==> config.mk <==
export PLATFORM = sky130hd
export DESIGN_NAME = dma2d_addr_gen
export DESIGN_NICKNAME = d
export VERILOG_FILES = /design/src/rtl/dma2d_pkg.sv /design/src/rtl/dma2d_datapath.sv /design/src/rtl/dma2d_ctrl.sv /design/src/rtl/dma2d_addr_gen.sv
export SDC_FILE = /design/constraint.sdc
export NUM_CORES = 1
export LEC_CHECK = 0
export ABC_AREA = 1
export BUFFER_PORTS_ARGS = -buffer_cell sky130_fd_sc_hd__buf_2
export CAP_MARGIN = 20
export CORE_MARGIN = 8
export CORE_UTILIZATION = 50
export CTS_BUF_LIST = sky130_fd_sc_hd__clkbuf_2 sky130_fd_sc_hd__clkbuf_4 sky130_fd_sc_hd__clkbuf_8
export DETAILED_ROUTE_END_ITERATION = 12
export HOLD_SLACK_MARGIN = 0.15
export PLACE_DENSITY = 0.66
export SYNTH_ARGS = -nofsm -noshare
export SYNTH_HDL_FRONTEND = slang
export SYNTH_SLANG_ARGS = --single-unit
==> constraint.sdc <==
create_clock -name clk -period 11.5 [get_ports clk]
set_clock_uncertainty 0.1 [all_clocks]
set_input_delay 1.15 -clock clk [delete_from_list [all_inputs] [get_ports clk]]
set_output_delay 1.15 -clock clk [all_outputs]
set_load 0.005 [all_outputs]
==> src/rtl/dma2d_pkg.sv <==
package dma2d_pkg;
  typedef enum logic [2:0] {
    SEL_BASE   = 3'd0,
    SEL_LINE   = 3'd1,
    SEL_COUNT  = 3'd2,
    SEL_STRIDE = 3'd3,
    SEL_CTRL   = 3'd4,
    SEL_INTEN  = 3'd5,
    SEL_INTCLR = 3'd6,
    SEL_LOOP   = 3'd7
  } regSel_e;

  typedef struct packed {
    logic load;
    logic stepWord;
    logic stepLine;
    logic wrap;
  } dpStrobe_t;
endpackage

==> src/rtl/dma2d_datapath.sv <==
module dma2d_datapath
  import dma2d_pkg::*;
#(
  parameter int ADDR_W = 30,
  parameter int LEN_W  = 16
) (
  input  logic              clk,
  input  logic              rstN,
  input  dpStrobe_t         strb,
  input  logic [ADDR_W-1:0] loadAddr,
  input  logic [ADDR_W-1:0] baseAddr,
  input  logic [LEN_W-1:0]  lineLen,
  input  logic [LEN_W-1:0]  lineCnt,
  input  logic [LEN_W-1:0]  stride,
  output logic [ADDR_W-1:0] curAddr,
  output logic              lineDone,
  output logic              lastLine,
  output logic              halfHit,
  output logic              regionEnd
);
  localparam int OFF_W = 2 * LEN_W + 1;

  logic [ADDR_W-1:0] lineBase;
  logic [LEN_W-1:0]  xCnt, yCnt;
  logic [OFF_W-1:0]  offset;
  logic [OFF_W-1:0]  regionWords, regionLast, halfLast;

  assign regionWords = OFF_W'(stride) * (OFF_W'(lineCnt) + OFF_W'(1));
  assign regionLast  = regionWords - OFF_W'(1);
  assign halfLast    = (regionWords >> 1) - OFF_W'(1);

  assign lineDone  = (xCnt == LEN_W'(lineLen - LEN_W'(1)));
  assign lastLine  = (yCnt == lineCnt);
  assign halfHit   = (offset == halfLast);
  assign regionEnd = (offset == regionLast);

  always_ff @(posedge clk) begin
    if (!rstN) begin
      curAddr  <= '0;
      lineBase <= '0;
      xCnt     <= '0;
      yCnt     <= '0;
      offset   <= '0;
    end else if (strb.load) begin
      curAddr  <= loadAddr;
      lineBase <= loadAddr;
      xCnt     <= '0;
      yCnt     <= '0;
      offset   <= '0;
    end else if (strb.wrap) begin
      curAddr <= baseAddr;
      offset  <= '0;
    end else if (strb.stepLine) begin
      lineBase <= lineBase + ADDR_W'(stride);
      curAddr  <= lineBase + ADDR_W'(stride);
      xCnt     <= '0;
      yCnt     <= yCnt + LEN_W'(1);
    end else if (strb.stepWord) begin
      curAddr <= curAddr + ADDR_W'(1);
      xCnt    <= xCnt + LEN_W'(1);
      offset  <= offset + OFF_W'(1);
    end
  end

  assert_word_step_R3: assert property (@(posedge clk) disable iff (!rstN)
    (strb.stepWord && !strb.load && !strb.wrap && !strb.stepLine) |=> curAddr == $past(curAddr) + ADDR_W'(1));
  assert_line_step_R3: assert property (@(posedge clk) disable iff (!rstN)
    (strb.stepLine && !strb.load && !strb.wrap) |=> (xCnt == '0) && (yCnt == $past(yCnt) + LEN_W'(1)));
  assert_wrap_base_R7: assert property (@(posedge clk) disable iff (!rstN)
    (strb.wrap && !strb.load) |=> curAddr == $past(baseAddr));
  assert_hold_R13: assert property (@(posedge clk) disable iff (!rstN)
    (strb == '0) |=> $stable(curAddr));
endmodule

==> src/rtl/dma2d_ctrl.sv <==
module dma2d_ctrl
  import dma2d_pkg::*;
#(
  parameter int ADDR_W  = 30,
  parameter int LEN_W   = 16,
  parameter int CHAN_ID = 0
) (
  input  logic              clk,
  input  logic              rstN,
  input  logic              regWrEn,
  input  logic [2:0]        regSel,
  input  logic [31:0]       regWrData,
  input  logic              stopReq,
  input  logic              wordAck,
  input  logic              lineDone,
  input  logic              lastLine,
  input  logic              halfHit,
  input  logic              regionEnd,
  output dpStrobe_t         strb,
  output logic [ADDR_W-1:0] loadAddr,
  output logic [ADDR_W-1:0] baseAddr,
  output logic [LEN_W-1:0]  lineLen,
  output logic [LEN_W-1:0]  lineCnt,
  output logic [LEN_W-1:0]  stride,
  output logic              busy,
  output logic              burstMode,
  output logic              dirToDev,
  output logic              intStatus,
  output logic              irq
);
  localparam int LOOP_HI = CHAN_ID + 16;

  logic busyQ, loopModeQ, intEnQ, loopLoQ, loopHiQ;
  logic loopArm, startReq, start, accept, evt, goIdle;

  function automatic logic wrHit(input regSel_e s);
    return regWrEn && (regSel == s);
  endfunction

  assign loopArm  = loopLoQ && loopHiQ;
  assign loadAddr = regWrData[ADDR_W+1:2];
  assign startReq = wrHit(SEL_BASE);
  assign start    = startReq && !stopReq && ((lineLen != '0) || loopArm);
  assign accept   = busyQ && !stopReq && wordAck;

  always_comb begin
    strb   = '0;
    evt    = 1'b0;
    goIdle = 1'b0;
    if (start) begin
      strb.load = 1'b1;
    end else if (accept) begin
      if (loopModeQ) begin
        if (regionEnd) begin
          strb.wrap = 1'b1;
          evt       = 1'b1;
          goIdle    = !loopArm;
        end else begin
          strb.stepWord = 1'b1;
          evt           = halfHit;
        end
      end else if (lineDone) begin
        if (lastLine) begin
          evt    = 1'b1;
          goIdle = 1'b1;
        end else begin
          strb.stepLine = 1'b1;
        end
      end else begin
        strb.stepWord = 1'b1;
      end
    end
  end

  always_ff @(posedge clk) begin
    if (!rstN) begin
      baseAddr  <= '0;
      lineLen   <= '0;
      lineCnt   <= '0;
      stride    <= '0;
      burstMode <= 1'b0;
      dirToDev  <= 1'b0;
      intEnQ    <= 1'b0;
      loopLoQ   <= 1'b0;
      loopHiQ   <= 1'b0;
      intStatus <= 1'b0;
      busyQ     <= 1'b0;
      loopModeQ <= 1'b0;
    end else begin
      if (startReq)          baseAddr <= loadAddr;
      if (wrHit(SEL_LINE))   lineLen  <= regWrData[LEN_W-1:0];
      if (wrHit(SEL_COUNT))  lineCnt  <= regWrData[LEN_W-1:0];
      if (wrHit(SEL_STRIDE)) stride   <= regWrData[LEN_W-1:0];
      if (wrHit(SEL_CTRL)) begin
        burstMode <= regWrData[4];
        dirToDev  <= regWrData[5];
      end
      if (wrHit(SEL_INTEN)) intEnQ <= regWrData[CHAN_ID];
      if (wrHit(SEL_LOOP)) begin
        loopLoQ <= regWrData[CHAN_ID];
        loopHiQ <= regWrData[LOOP_HI];
      end
      if (evt)                                          intStatus <= 1'b1;
      else if (wrHit(SEL_INTCLR) && regWrData[CHAN_ID]) intStatus <= 1'b0;
      if (start) begin
        busyQ     <= 1'b1;
        loopModeQ <= (lineLen == '0);
      end else if (stopReq || goIdle) begin
        busyQ <= 1'b0;
      end
    end
  end

  assign busy = busyQ;
  assign irq  = intStatus && intEnQ;

  assert_stop_idle_R12: assert property (@(posedge clk) disable iff (!rstN)
    stopReq |=> !busy);
  assert_event_needs_run_R5: assert property (@(posedge clk) disable iff (!rstN)
    $rose(intStatus) |-> $past(busyQ));
  assert_stop_no_event_R12: assert property (@(posedge clk) disable iff (!rstN)
    (stopReq && !intStatus) |=> !intStatus);
  assert_irq_gate_R11: assert property (@(posedge clk) disable iff (!rstN)
    irq |-> intStatus);
endmodule

==> src/rtl/dma2d_addr_gen.sv <==
module dma2d_addr_gen
  import dma2d_pkg::*;
#(
  parameter int BUS_W   = 32,
  parameter int LEN_W   = 16,
  parameter int CHAN_ID = 0,
  localparam int ADDR_W = BUS_W - 2
) (
  input  logic              clk,
  input  logic              rstN,
  input  logic              regWrEn,
  input  logic [2:0]        regSel,
  input  logic [31:0]       regWrData,
  input  logic              stopReq,
  input  logic              wordAck,
  output logic              wordReq,
  output logic [ADDR_W-1:0] wordAddr,
  output logic              burstMode,
  output logic              dirToDev,
  output logic              busy,
  output logic              intStatus,
  output logic              irq
);
  dpStrobe_t         strb;
  logic [ADDR_W-1:0] loadAddr, baseAddr;
  logic [LEN_W-1:0]  lineLen, lineCnt, stride;
  logic              lineDone, lastLine, halfHit, regionEnd;

  dma2d_ctrl #(.ADDR_W(ADDR_W), .LEN_W(LEN_W), .CHAN_ID(CHAN_ID)) uCtrl (
    .clk(clk), .rstN(rstN), .regWrEn(regWrEn), .regSel(regSel),
    .regWrData(regWrData), .stopReq(stopReq), .wordAck(wordAck),
    .lineDone(lineDone), .lastLine(lastLine), .halfHit(halfHit),
    .regionEnd(regionEnd), .strb(strb), .loadAddr(loadAddr),
    .baseAddr(baseAddr), .lineLen(lineLen), .lineCnt(lineCnt),
    .stride(stride), .busy(busy), .burstMode(burstMode),
    .dirToDev(dirToDev), .intStatus(intStatus), .irq(irq)
  );

  dma2d_datapath #(.ADDR_W(ADDR_W), .LEN_W(LEN_W)) uDp (
    .clk(clk), .rstN(rstN), .strb(strb), .loadAddr(loadAddr),
    .baseAddr(baseAddr), .lineLen(lineLen), .lineCnt(lineCnt),
    .stride(stride), .curAddr(wordAddr), .lineDone(lineDone),
    .lastLine(lastLine), .halfHit(halfHit), .regionEnd(regionEnd)
  );

  assign wordReq = busy;
endmodule

==> metrics.txt <==
FILL cells 5303; MaxCap Viol Count 0; I/O Pins 76; footprint of the multi-input gates 0.0182 mm²; Final Critical Period 10.50 ns; largest net degree at the start of global routing 122; Synth top area share 16.7%; final layout net count 4308; Slew Limit Fails 0; register area 0.00422 mm²; Synth Flop Type dfxtp_1; first-pass GRT wire length 132 mm; DRT antenna net count 0; Syn Area/Cell 6.46 µm²; area leader, netlist dfxtp_1; CTS H-Tree Depth 2; Pint 1.34 mW; clock slew at reported path FFs 0.07 ns; DR iter-0 viols 2463; logic gate share of total power 28.1%; cts hold-fix bufs 0; R2R Path Start uCtrl.lineCnt[0]; crit path max fanout 46; RSZ-0062 raised after global routing no; top cells by area, synth dfxtp_1 17%, fa_1 17%, nand2_1 16%; relative slew slack 23.8%; Clock Latency Late Sink 0.56 ns; Hold Crit Class flip-flop to flip-flop; clock share of power 35.3%; Ys Warns 0; Max Root-Sink Buffers 3; most frequent cells in the layout 1060 x nand2_1, 583 x inv_1, 500 x nor2_1; Synth Instances 3914; Setup TNS 0 ns; Seq cells post-synth 211; vias in the first global route 23.5k; sequential share of power 36.6%; post-DP HPWL 68.6 mm; # Post-CTS Setup Buffers 0; P_leak 12.5 nW; Starting Density 50.5%; critical setup path kind flip-flop to flip-flop; Congestion Overflow GR 0; Setup crit end kind flip-flop; pre-CTS WS 1.19 ns; Cell Area, Synth 0.0253 mm²; CP required 11.86 ns; Root Buffer clkbuf_8; Avg WL per Cell 18.5 µm; all-layer global routing usage 28.9%; layout cells sized above 1 6.55%; core area 0.0501 mm²; sw frac 36.5%; setup violators final 0; post-route clock period utilization 91.3%; Layout Area Growth over Synthesis 6.57%; # rows 82; Async SR Flop Fraction 0%; commonest non-fill, non-tap cell in the layout nand2_1; Die ar. 0.0580 mm²; crit path max-delay cell type dfxtp_1; WP buf/inv 7; # DRC 0; final-report hold violation count 0; Least-Margin Pin Slew 1.14 ns; DR pass1 iterations 6; P per Cell Area 78.2 mW/mm²; Crit path arrival time 10.86 ns; Max rail drop VDD 0.0000968 V; worst setup path startpoint uCtrl.lineCnt[0]; hold path start uCtrl.baseAddr[18]; syn_nets 4294; Critical Path Most Common Cell nor2_1; CTS tree done; Final WS setup 0.996 ns; Die W 241 µm; CTS Buf Count 35; outcome completed; sw power 0.768 mW; sequential area share after synthesis 16.7%; Vias/cell 5.42; CTS sink cnt 211; area of placed instances 0.0262 mm²; achievable frequency 95.2 MHz; Synth cell types 51; routability cong. 0.995; initial antenna violation count 1; # resized after CTS 0; post-route cell area 0.0269 mm²; via count 25.1k; number of buffers added on ports 75; CP delay by family, top simple AND/OR/NAND/NOR gates; wirelength, routed 85.7 mm; Post-synth EDFFs 0; Power Total 2.11 mW; die height 241 µm; Max stage delay on crit path 0.74 ns; Startpoint Class flip-flop
-- path summary, 6_finish.rpt --
path | slack [ns] | end | cells past startpoint
worst max register to register | 1.0 | uDp.curAddr[1] | 43
worst min register to register | 0.35 | uCtrl.baseAddr[18] | 2
worst max-delay path | 1.0 | uDp.curAddr[1] | 43
worst min-delay path | 0.35 | uCtrl.baseAddr[18] | 2
-- synthesized netlist by cell type (all sizes together) (39+ instances only) --
cell type	n
ha	131
nand4	75
a21oi	159
xnor2	39
nor3	61
clkbuf	98
fa	209
nand2	1093
nand3	194
nor2	521
xor2	156
o21ai	220
inv	599
dfxtp	211
-- worst min-delay path, delay by kind of cell, from the launching register on --
family          cells  cell delay, ns
compound gates      1            0.05
flops               1            0.30
buf+inv             1            0.06
-- final cells by class --
type / instances / area share [%]
clock inverters: 11 / 0.432
repair buffers: 99 / 2.07
inverters: 615 / 8.57
clock buffers: 50 / 2.44
multi-input cells: 2966 / 67.7
well taps: 672 / 3.12
diodes: 2 / 0.0186
flip-flops and latches: 211 / 15.7
-- per-layer routing --
metal  share of wire [%]  global-route usage [%]  wire (µm)
met5                   0                       0          0
met4                 3.5                    10.3       3010
met3                 7.4                    4.00       6360
met1                  43                    38.9      37300
met2                  46                    47.2      39100
-- logic make-up (layout without fill, tap and decap cells) --
| family | Yosys count | in the layout | share of synthesized area, % |
|---|---|---|---|
| DFF | 211 | 211 | 16.7 |
| xor gates and xnor gates | 196 | 196 | 6.92 |
| AOI/OAI and AO/OA | 419 | 419 | 8.65 |
| and+or+nand+nor | 2011 | 2011 | 33.5 |
| buffers and inverters | 737 | 775 | 11.2 |
| adders and majority gates | 340 | 340 | 23.0 |
| other | 0 | 2 | 0 |
-- per-stage QoR --
step / hold WS (ns) / instances / utilization, %
floorplan: 0.330 / 3914 / -
global placement: 0.344 / 4563 / 52.3
detailed placement: 0.348 / 4563 / 52.3
CTS: 0.356 / 4624 / 53.8
global route: 0.389 / 4624 / 53.8
finish: 0.353 / 4626 / 53.8
-- registers in the layout, indices dropped and copies added, names as in the netlist --
register and cells:
uCtrl.baseAddr 30, uCtrl.burstMode 1, uCtrl.busy 1, uCtrl.dirToDev 1, uCtrl.intEnQ 1, uCtrl.intStatus 1
uCtrl.lineCnt 16, uCtrl.lineLen 16, uCtrl.loopHiQ 1, uCtrl.loopLoQ 1, uCtrl.loopModeQ 1, uCtrl.stride 16
uDp.curAddr 30, uDp.lineBase 30, uDp.offset 33, uDp.xCnt 16, uDp.yCnt 16
-- power by group through the flow --
stage                     Sequential [mW]  Clock [mW]  Combinational, mW
after global routing                0.772       0.781              0.647
after CTS                           0.769       0.757              0.576
after floorplan                     0.773           0              0.406
after detailed placement            0.785           0              0.573
after global placement              0.785           0              0.580
final                               0.770       0.744              0.591
Note: power is estimated with default switching activity, not from simulation.
